==> src/rtl/mpu_rb_pkg.sv <==
package mpu_rb_pkg;

  localparam int LIM_W  = 27;
  localparam int AIDX_W = 3;
  localparam int ATTR_W = 8;

  typedef enum logic [2:0] {
    K_NONE,
    K_SEL,
    K_LIM,
    K_ATTR0,
    K_ATTR1
  } reg_kind_e;

  // Inclusive upper limit: stored field followed by five ones
  function automatic logic [31:0] eff_limit(input logic [LIM_W-1:0] fld);
    return {fld, 5'h1F};
  endfunction

  // Read image of a limit register; bit 4 always reads 0
  function automatic logic [31:0] pack_lim(input logic [LIM_W-1:0] fld,
                                           input logic [AIDX_W-1:0] idx,
                                           input logic en);
    return {fld, 1'b0, idx, en};
  endfunction

  // Alias target: low two bits of the select value replaced by n
  function automatic logic [7:0] alias_region(input logic [7:0] sel,
                                              input logic [1:0] n);
    return {sel[7:2], n};
  endfunction

  // Attribute byte chosen by index from the two concatenated words
  function automatic logic [ATTR_W-1:0] attr_pick(input logic [63:0] words,
                                                  input logic [AIDX_W-1:0] idx);
    return words[idx*8 +: 8];
  endfunction

endpackage

==> src/rtl/mpu_rb_decode.sv <==
module mpu_rb_decode
  import mpu_rb_pkg::*;
#(
  parameter logic [31:0] BASE_ADDR = 32'hE000_ED90,
  parameter logic [31:0] WIN_OFS   = 32'h0002_0000
) (
  input  logic        clk,
  input  logic        rst_n,
  input  logic        valid,
  input  logic [31:0] addr,
  input  logic        we,
  input  logic [3:0]  strb,
  input  logic        priv,
  input  logic        secure,
  output reg_kind_e   kind,
  output logic        alias_use,
  output logic [1:0]  alias_n,
  output logic        hit,
  output logic        in_win,
  output logic        bank_idx,
  output logic        fault,
  output logic        wr_ok,
  output logic        rd_ok
);

  localparam logic [31:0] SPAN = 32'h28;

  logic [31:0] off_main, off_win, off;
  logic        in_main;
  logic        refuse;

  assign off_main = addr - BASE_ADDR;
  assign off_win  = addr - BASE_ADDR - WIN_OFS;
  assign in_main  = off_main < SPAN;
  assign in_win   = off_win < SPAN;
  assign off      = in_win ? off_win : off_main;

  always_comb begin
    kind      = K_NONE;
    alias_use = 1'b0;
    alias_n   = 2'd0;
    if (in_main || in_win) begin
      unique case (off[5:0])
        6'h00: kind = K_SEL;
        6'h04: kind = K_LIM;
        6'h08: begin kind = K_LIM; alias_use = 1'b1; alias_n = 2'd1; end
        6'h0C: begin kind = K_LIM; alias_use = 1'b1; alias_n = 2'd2; end
        6'h10: begin kind = K_LIM; alias_use = 1'b1; alias_n = 2'd3; end
        6'h20: kind = K_ATTR0;
        6'h24: kind = K_ATTR1;
        default: kind = K_NONE;
      endcase
    end
  end

  assign hit      = kind != K_NONE;
  assign bank_idx = in_win ? 1'b0 : secure;
  assign refuse   = !priv || (in_win && !secure) || (we && !(&strb));
  assign fault    = valid && hit && refuse;
  assign wr_ok    = valid && hit && we && !refuse;
  assign rd_ok    = valid && hit && !we && !refuse;

  p_strobe_block_r7: assert property (@(posedge clk) disable iff (!rst_n)
    (valid && hit && we && !(&strb)) |-> (fault && !wr_ok));

  p_win_ns_refused_r5: assert property (@(posedge clk) disable iff (!rst_n)
    (valid && in_win && hit && !secure) |-> (!wr_ok && !rd_ok));

endmodule

==> src/rtl/mpu_rb_bank.sv <==
module mpu_rb_bank
  import mpu_rb_pkg::*;
#(
  parameter int REGIONS = 8,
  parameter int RW      = $clog2(REGIONS)
) (
  input  logic                  clk,
  input  logic                  rst_n,
  input  logic                  we,
  input  reg_kind_e             kind,
  input  logic                  alias_use,
  input  logic [1:0]            alias_n,
  input  logic [31:0]           wdata,
  output logic [31:0]           rdata,
  output logic [REGIONS*32-1:0] lim_o,
  output logic [REGIONS*8-1:0]  attr_o,
  output logic [REGIONS-1:0]    en_o
);

  logic [RW-1:0]     sel_q;
  logic [LIM_W-1:0]  lim_q  [REGIONS];
  logic [AIDX_W-1:0] aidx_q [REGIONS];
  logic [REGIONS-1:0] en_q;
  logic [31:0]       aw0_q, aw1_q;
  logic [RW-1:0]     rgn;
  logic              wr_sel, wr_lim, wr_aw0, wr_aw1;
  logic              unused_wbits;

  assign unused_wbits = ^{wdata[31:RW], wdata[4]};

  assign rgn    = alias_use ? RW'(alias_region(8'(sel_q), alias_n)) : sel_q;
  assign wr_sel = we && kind == K_SEL;
  assign wr_lim = we && kind == K_LIM;
  assign wr_aw0 = we && kind == K_ATTR0;
  assign wr_aw1 = we && kind == K_ATTR1;

  // Reset-cleared state
  always_ff @(posedge clk) begin
    if (!rst_n) begin
      sel_q <= '0;
      en_q  <= '0;
      aw0_q <= '0;
      aw1_q <= '0;
    end else begin
      if (wr_sel) sel_q <= wdata[RW-1:0];
      if (wr_lim) en_q[rgn] <= wdata[0];
      if (wr_aw0) aw0_q <= wdata;
      if (wr_aw1) aw1_q <= wdata;
    end
  end

  // Fields left untouched by warm reset
  always_ff @(posedge clk) begin
    if (rst_n && wr_lim) begin
      lim_q[rgn]  <= wdata[31:5];
      aidx_q[rgn] <= wdata[3:1];
    end
  end

  always_comb begin
    unique case (kind)
      K_SEL:   rdata = {{(32-RW){1'b0}}, sel_q};
      K_LIM:   rdata = pack_lim(lim_q[rgn], aidx_q[rgn], en_q[rgn]);
      K_ATTR0: rdata = aw0_q;
      K_ATTR1: rdata = aw1_q;
      default: rdata = '0;
    endcase
  end

  for (genvar r = 0; r < REGIONS; r++) begin : gen_rgn
    assign lim_o[r*32 +: 32] = eff_limit(lim_q[r]);
    assign attr_o[r*8 +: 8]  = attr_pick({aw1_q, aw0_q}, aidx_q[r]);
    assign en_o[r]           = en_q[r];
  end

  p_en_clear_r2: assert property (@(posedge clk)
    !rst_n |=> (en_q == '0 && sel_q == '0));

  p_sel_write_r10: assert property (@(posedge clk) disable iff (!rst_n)
    wr_sel |=> (sel_q == $past(wdata[RW-1:0])));

  p_attr_hold_r8: assert property (@(posedge clk) disable iff (!rst_n)
    !(wr_aw0 || wr_aw1) |=> ($stable(aw0_q) && $stable(aw1_q)));

endmodule

==> src/rtl/mpu_region_regbank.sv <==
module mpu_region_regbank
  import mpu_rb_pkg::*;
#(
  parameter int          REGIONS   = 8,
  parameter logic [31:0] BASE_ADDR = 32'hE000_ED90,
  parameter logic [31:0] WIN_OFS   = 32'h0002_0000
) (
  input  logic                    clk,
  input  logic                    rst_n,
  input  logic                    bus_valid,
  input  logic [31:0]             bus_addr,
  input  logic [31:0]             bus_wdata,
  input  logic                    bus_we,
  input  logic [3:0]              bus_strb,
  input  logic                    bus_priv,
  input  logic                    bus_secure,
  output logic [31:0]             rsp_rdata,
  output logic                    rsp_fault,
  output logic [2*REGIONS*32-1:0] rgn_limit_o,
  output logic [2*REGIONS*8-1:0]  rgn_attr_o,
  output logic [2*REGIONS-1:0]    rgn_en_o
);

  localparam int RW    = $clog2(REGIONS);
  localparam int NBANK = 2;

  reg_kind_e   dec_kind;
  logic        dec_alias_use, dec_hit, dec_in_win, dec_bank;
  logic [1:0]  dec_alias_n;
  logic        dec_fault, dec_wr_ok, dec_rd_ok;
  logic [NBANK-1:0] bank_we;
  logic [31:0] bank_rdata [NBANK];
  logic [31:0] rd_mux;

  mpu_rb_decode #(.BASE_ADDR(BASE_ADDR), .WIN_OFS(WIN_OFS)) u_dec (
    .clk      (clk),
    .rst_n    (rst_n),
    .valid    (bus_valid),
    .addr     (bus_addr),
    .we       (bus_we),
    .strb     (bus_strb),
    .priv     (bus_priv),
    .secure   (bus_secure),
    .kind     (dec_kind),
    .alias_use(dec_alias_use),
    .alias_n  (dec_alias_n),
    .hit      (dec_hit),
    .in_win   (dec_in_win),
    .bank_idx (dec_bank),
    .fault    (dec_fault),
    .wr_ok    (dec_wr_ok),
    .rd_ok    (dec_rd_ok)
  );

  for (genvar b = 0; b < NBANK; b++) begin : gen_bank
    assign bank_we[b] = dec_wr_ok && (dec_bank == 1'(b));
    mpu_rb_bank #(.REGIONS(REGIONS), .RW(RW)) u_bank (
      .clk      (clk),
      .rst_n    (rst_n),
      .we       (bank_we[b]),
      .kind     (dec_kind),
      .alias_use(dec_alias_use),
      .alias_n  (dec_alias_n),
      .wdata    (bus_wdata),
      .rdata    (bank_rdata[b]),
      .lim_o    (rgn_limit_o[b*REGIONS*32 +: REGIONS*32]),
      .attr_o   (rgn_attr_o[b*REGIONS*8 +: REGIONS*8]),
      .en_o     (rgn_en_o[b*REGIONS +: REGIONS])
    );
  end

  assign rd_mux = dec_rd_ok ? bank_rdata[dec_bank] : '0;

  always_ff @(posedge clk) begin
    if (!rst_n) begin
      rsp_rdata <= '0;
      rsp_fault <= 1'b0;
    end else begin
      rsp_rdata <= rd_mux;
      rsp_fault <= dec_fault;
    end
  end

  p_bank_we_onehot_r4: assert property (@(posedge clk) disable iff (!rst_n)
    $onehot0(bank_we));

  p_lim_hold_r1: assert property (@(posedge clk) disable iff (!rst_n)
    !(dec_wr_ok && dec_kind == K_LIM) |=> $stable(rgn_limit_o));

  p_unpriv_fault_r6: assert property (@(posedge clk) disable iff (!rst_n)
    (bus_valid && dec_hit && !bus_priv) |=> (rsp_fault && rsp_rdata == '0));

  p_win_fault_r5: assert property (@(posedge clk) disable iff (!rst_n)
    (bus_valid && dec_hit && dec_in_win && !bus_secure) |=> rsp_fault);

  p_quiet_miss_r9: assert property (@(posedge clk) disable iff (!rst_n)
    (bus_valid && !dec_hit) |=> (rsp_rdata == '0 && !rsp_fault));

  p_idle_zero_r11: assert property (@(posedge clk) disable iff (!rst_n)
    !bus_valid |=> (rsp_rdata == '0 && !rsp_fault));

endmodule

==> config.mk <==
export PLATFORM = sky130hd
export DESIGN_NAME = mpu_region_regbank
export DESIGN_NICKNAME = d
export VERILOG_FILES = /design/src/rtl/mpu_rb_pkg.sv /design/src/rtl/mpu_rb_decode.sv /design/src/rtl/mpu_rb_bank.sv /design/src/rtl/mpu_region_regbank.sv
export SDC_FILE = /design/constraint.sdc
export NUM_CORES = 1
export LEC_CHECK = 0
export BUFFER_PORTS_ARGS = -buffer_cell sky130_fd_sc_hd__buf_2
export CAP_MARGIN = 20
export CORE_AREA = 2 2 294 296
export CTS_CLUSTER_DIAMETER = 200
export DETAILED_ROUTE_END_ITERATION = 8
export DIE_AREA = 0 0 296 298
export PLACE_DENSITY_LB_ADDON = 0.12
export SLEW_MARGIN = 30
export SYNTH_ARGS = -nofsm -noshare
export SYNTH_HDL_FRONTEND = slang
export SYNTH_SLANG_ARGS = --single-unit
==> constraint.sdc <==
create_clock -name clk -period 10.3 [get_ports clk]
set_clock_uncertainty 0.1 [all_clocks]
set_input_delay 0.515 -clock clk [delete_from_list [all_inputs] [get_ports clk]]
set_output_delay 0.515 -clock clk [all_outputs]
set_load 0.05 [all_outputs]
==> metrics.cfg <==
[timing]
fmax_ghz = 0.165
min_period_ns = 6.05
worst_pin_slew_ns = 1.15
finalSetupTns_ns = 0
slew_viol_final = 0
fin_hold_ws_ns = 0.0396
hold_violations = 0
setup_viol = 0
slew_headroom_pct = 23.4
rsz0062_at_grt = false
finalCritPeriodShare_pct = 58.8

[worst_setup_path]
crit_fanout = 34
reg2reg_depth = 7
worst_path_max_delay_cell = o21a_2
crit_path_start_kind = primary input
reg2reg_from = gen_bank[1].u_bank.sel_q[1]
cp_cell_sequence = buf_2 > nor3_1 > o21a_1 > o21ai_0 > xor2_1 > ha_1 > inv_1 > xnor3_1 > or4_4 > a2111oi_4 > a2bb2oi_2 > o21a_2 > buf_4 > nand3_1 > nor2_4 > buf_16
cp_data_arrival_time_ns = 6.28
r2r_slack_ns = 6.69
endpoint_kind = flop
path_buf_inv = 4
rr_endpoint = rsp_rdata[28]
critical_path.max_stage_delay_ns = 0.71
worstSetupPathType = primary input to flop
critPathRequiredTime_ns = 10.53
crit_family = compound AO/OA/AOI/OAI gates

[finish]
stdcell_area_um2 = 42300
finalNetCount = 3420
drive_gt1_share_pct = 39.7
fin_util_pct = 49.9
area_growth_pct = 19.6

[synth]
synthTopCellsByArea = edfxtp_1 41%, mux4_2 18%, dfxtp_1 10%
ys_ff_latch = 663
synth_common_cells = 480 x edfxtp_1, 447 x nand2_1, 279 x mux4_2
synth_area_leader_cell = edfxtp_1
yosys_warnings = 0
ys_seq_area_share_pct = 51.1
yosysMostFrequentCell = edfxtp_1
synth_cells = 2740
async_flop_share_pct = 0
netlist.area_leader.share_pct = 40.7
synth_edf_count = 480
synthDistinctLibCells = 88
netlist_area_um2 = 35400
ys.flop_type = edfxtp_1
syn_area_per_cell_um2 = 12.9

[drt]
antenna_left = 0
routedWlPerCell_um = 37.0
drtPass1Iterations = 6
avgViaCountPerCell = 6.54
drc_errors = 0
wl_mm = 169
via_count = 29800
dr.first_iter.drc_count = 4176

[clock_network]
clk_latency_ns = 0.65
clock-sinks = 663
clockBufferDepth = 3
cts_hold_buffers = 0
ctsRootBufferMaster = clkbuf_16
cts_made_buffers = 74
postCtsResizedCells = 0
htreeDepth = 3
cts_tree = done
clkTransAtPathRegs_ns = 0.07
cts_setup_buffers = 0

[power_and_ir_drop]
cellPowerDensity_nw_per_um2 = 136
ir_drop_mv = 0.105
power_uw = 5740
p_leak_uw = 0.0152

[placement]
place_area_um2 = 39900
io_buffers = 682
gp_congestion = 0.991
hpwlAfterDp_mm = 120

[flow_run]
drv_cap = 0

[floorplanning]
start_util_pct = 41.7
coreArea_um2 = 84900
std_cell_rows = 107
dieArea_um2 = 88200
die_height_um = 298
ioPinCount = 763
die_w_um = 296

[grt]
grt_pass1_wl_mm = 231
antenna_found_initial = 24
grt_util_all_layers_pct = 37.4
grt_max_degree = 108
overflow = 0
grt_pass1_vias = 28600

[hold_path]
hold_end = rsp_fault
hold_class = primary input to flop
hold_depth = 3
hp-start = bus_we

[run_status]
status = finished, final reports clean

[cell families (layout without fill, tap and decap cells)]
family                     count (synthesis)  count (layout)  synth area share, %
and+or+nand+nor                          737             737                 8.98
AOI/OAI and AO/OA                        527             527                 11.1
buffers and inverters                    322             908                 4.59
DFF                                      663             663                 51.1
other                                      1              84               0.0106
adders and majority gates                  1               1               0.0353
muxes                                    481             481                 24.0
xor gates and xnor gates                   8               8                0.237
[per-stage QoR]
| step | cells | setup WS [ns] |
|---|---|---|
| global route | 4552 | 3.97 |
| global placement | 4391 | 3.49 |
| floorplan | 2819 | 3.42 |
| detailed placement | 4404 | 3.73 |
| CTS | 4540 | 4.39 |
| finish | 4553 | 4.25 |
[how the worst max path moves through the flow]
stage,startpoint,to,slack (ns),cells past startpoint
final,bus_addr[5],gen_bank[1].u_bank.lim_q[6][9],4.25,16
after global routing,bus_addr[5],gen_bank[1].u_bank.lim_q[6][9],3.97,16
after CTS,bus_addr[5],gen_bank[1].u_bank.lim_q[6][9],4.39,16
after detailed placement,bus_addr[5],gen_bank[1].u_bank.lim_q[6][11],3.73,16
after global placement,bus_addr[5],rsp_rdata[5],3.49,19
after floorplan,bus_addr[4],gen_bank[0].u_bank.aidx_q[0][0],3.42,18
[power breakdown]
part           switching [uW]  internal, uW
combinational             202          36.1
sequential       0.0000000334          2860
clock                    1180          1470
[cells in the final DEF, fill, tap and decap left out, drive strengths merged, types with 17 or more instances in the layout]
cell type	synthesis	final
mux2i	55	55
mux4	279	279
a21oi	60	60
clkbuf	146	96
dfxtp	183	183
nand2	451	451
buf	164	760
nor2	95	95
o31ai	17	17
edfxtp	480	480
mux2	147	147
a221oi	64	64
nand3	50	50
a21boi	140	140
o21ai	51	51
o221ai	27	27
nor3	57	57
inv	12	17
conb	1	80
a31oi	31	31
clkinv	0	26
[metal layers]
metal	GRT usage (%)	part of all wire (%)	vias to the layer above	wire [um]
met3	11.7	12	403	20700
met2	59.7	47	2280	79000
met4	17.0	5.4	20	9060
met1	46.5	35	15200	59700
met5	0	0.074	-	124
li1	-	-	11800	-
[worst reg2reg max path: stages (launching register included)]
cell	delay [ns]
dfxtp_1	0.38
a21boi_0	0.31
nand2b_2	0.64
buf_4	0.51
nand2_1	0.41
o22ai_1	0.32
o221ai_1	0.47
a32oi_1	0.38
[flip-flops by register name, indices dropped and copies added, names as in the netlist]
| name | count |
|---|---|
| gen_bank.u_bank.lim_q | 432 |
| gen_bank.u_bank.aw0_q | 64 |
| gen_bank.u_bank.aw1_q | 64 |
| gen_bank.u_bank.aidx_q | 48 |
| rsp_rdata | 32 |
| gen_bank.u_bank.en_o | 16 |
| gen_bank.u_bank.sel_q | 6 |
| rsp_fault | 1 |
[final cells by class]
class                           count  area, um2
Fill cell                        7565      42500
Sequential cell                   663      18100
Multi-Input combinational cell   1834      16200
Timing Repair Buffer              760       4230
Clock buffer                       96       1970
Tap cell                         1144       1430
Clock inverter                     40        395
Inverter                           12       45.0
Antenna cell                        4       10.0
(Power assumes the default switching activity.)
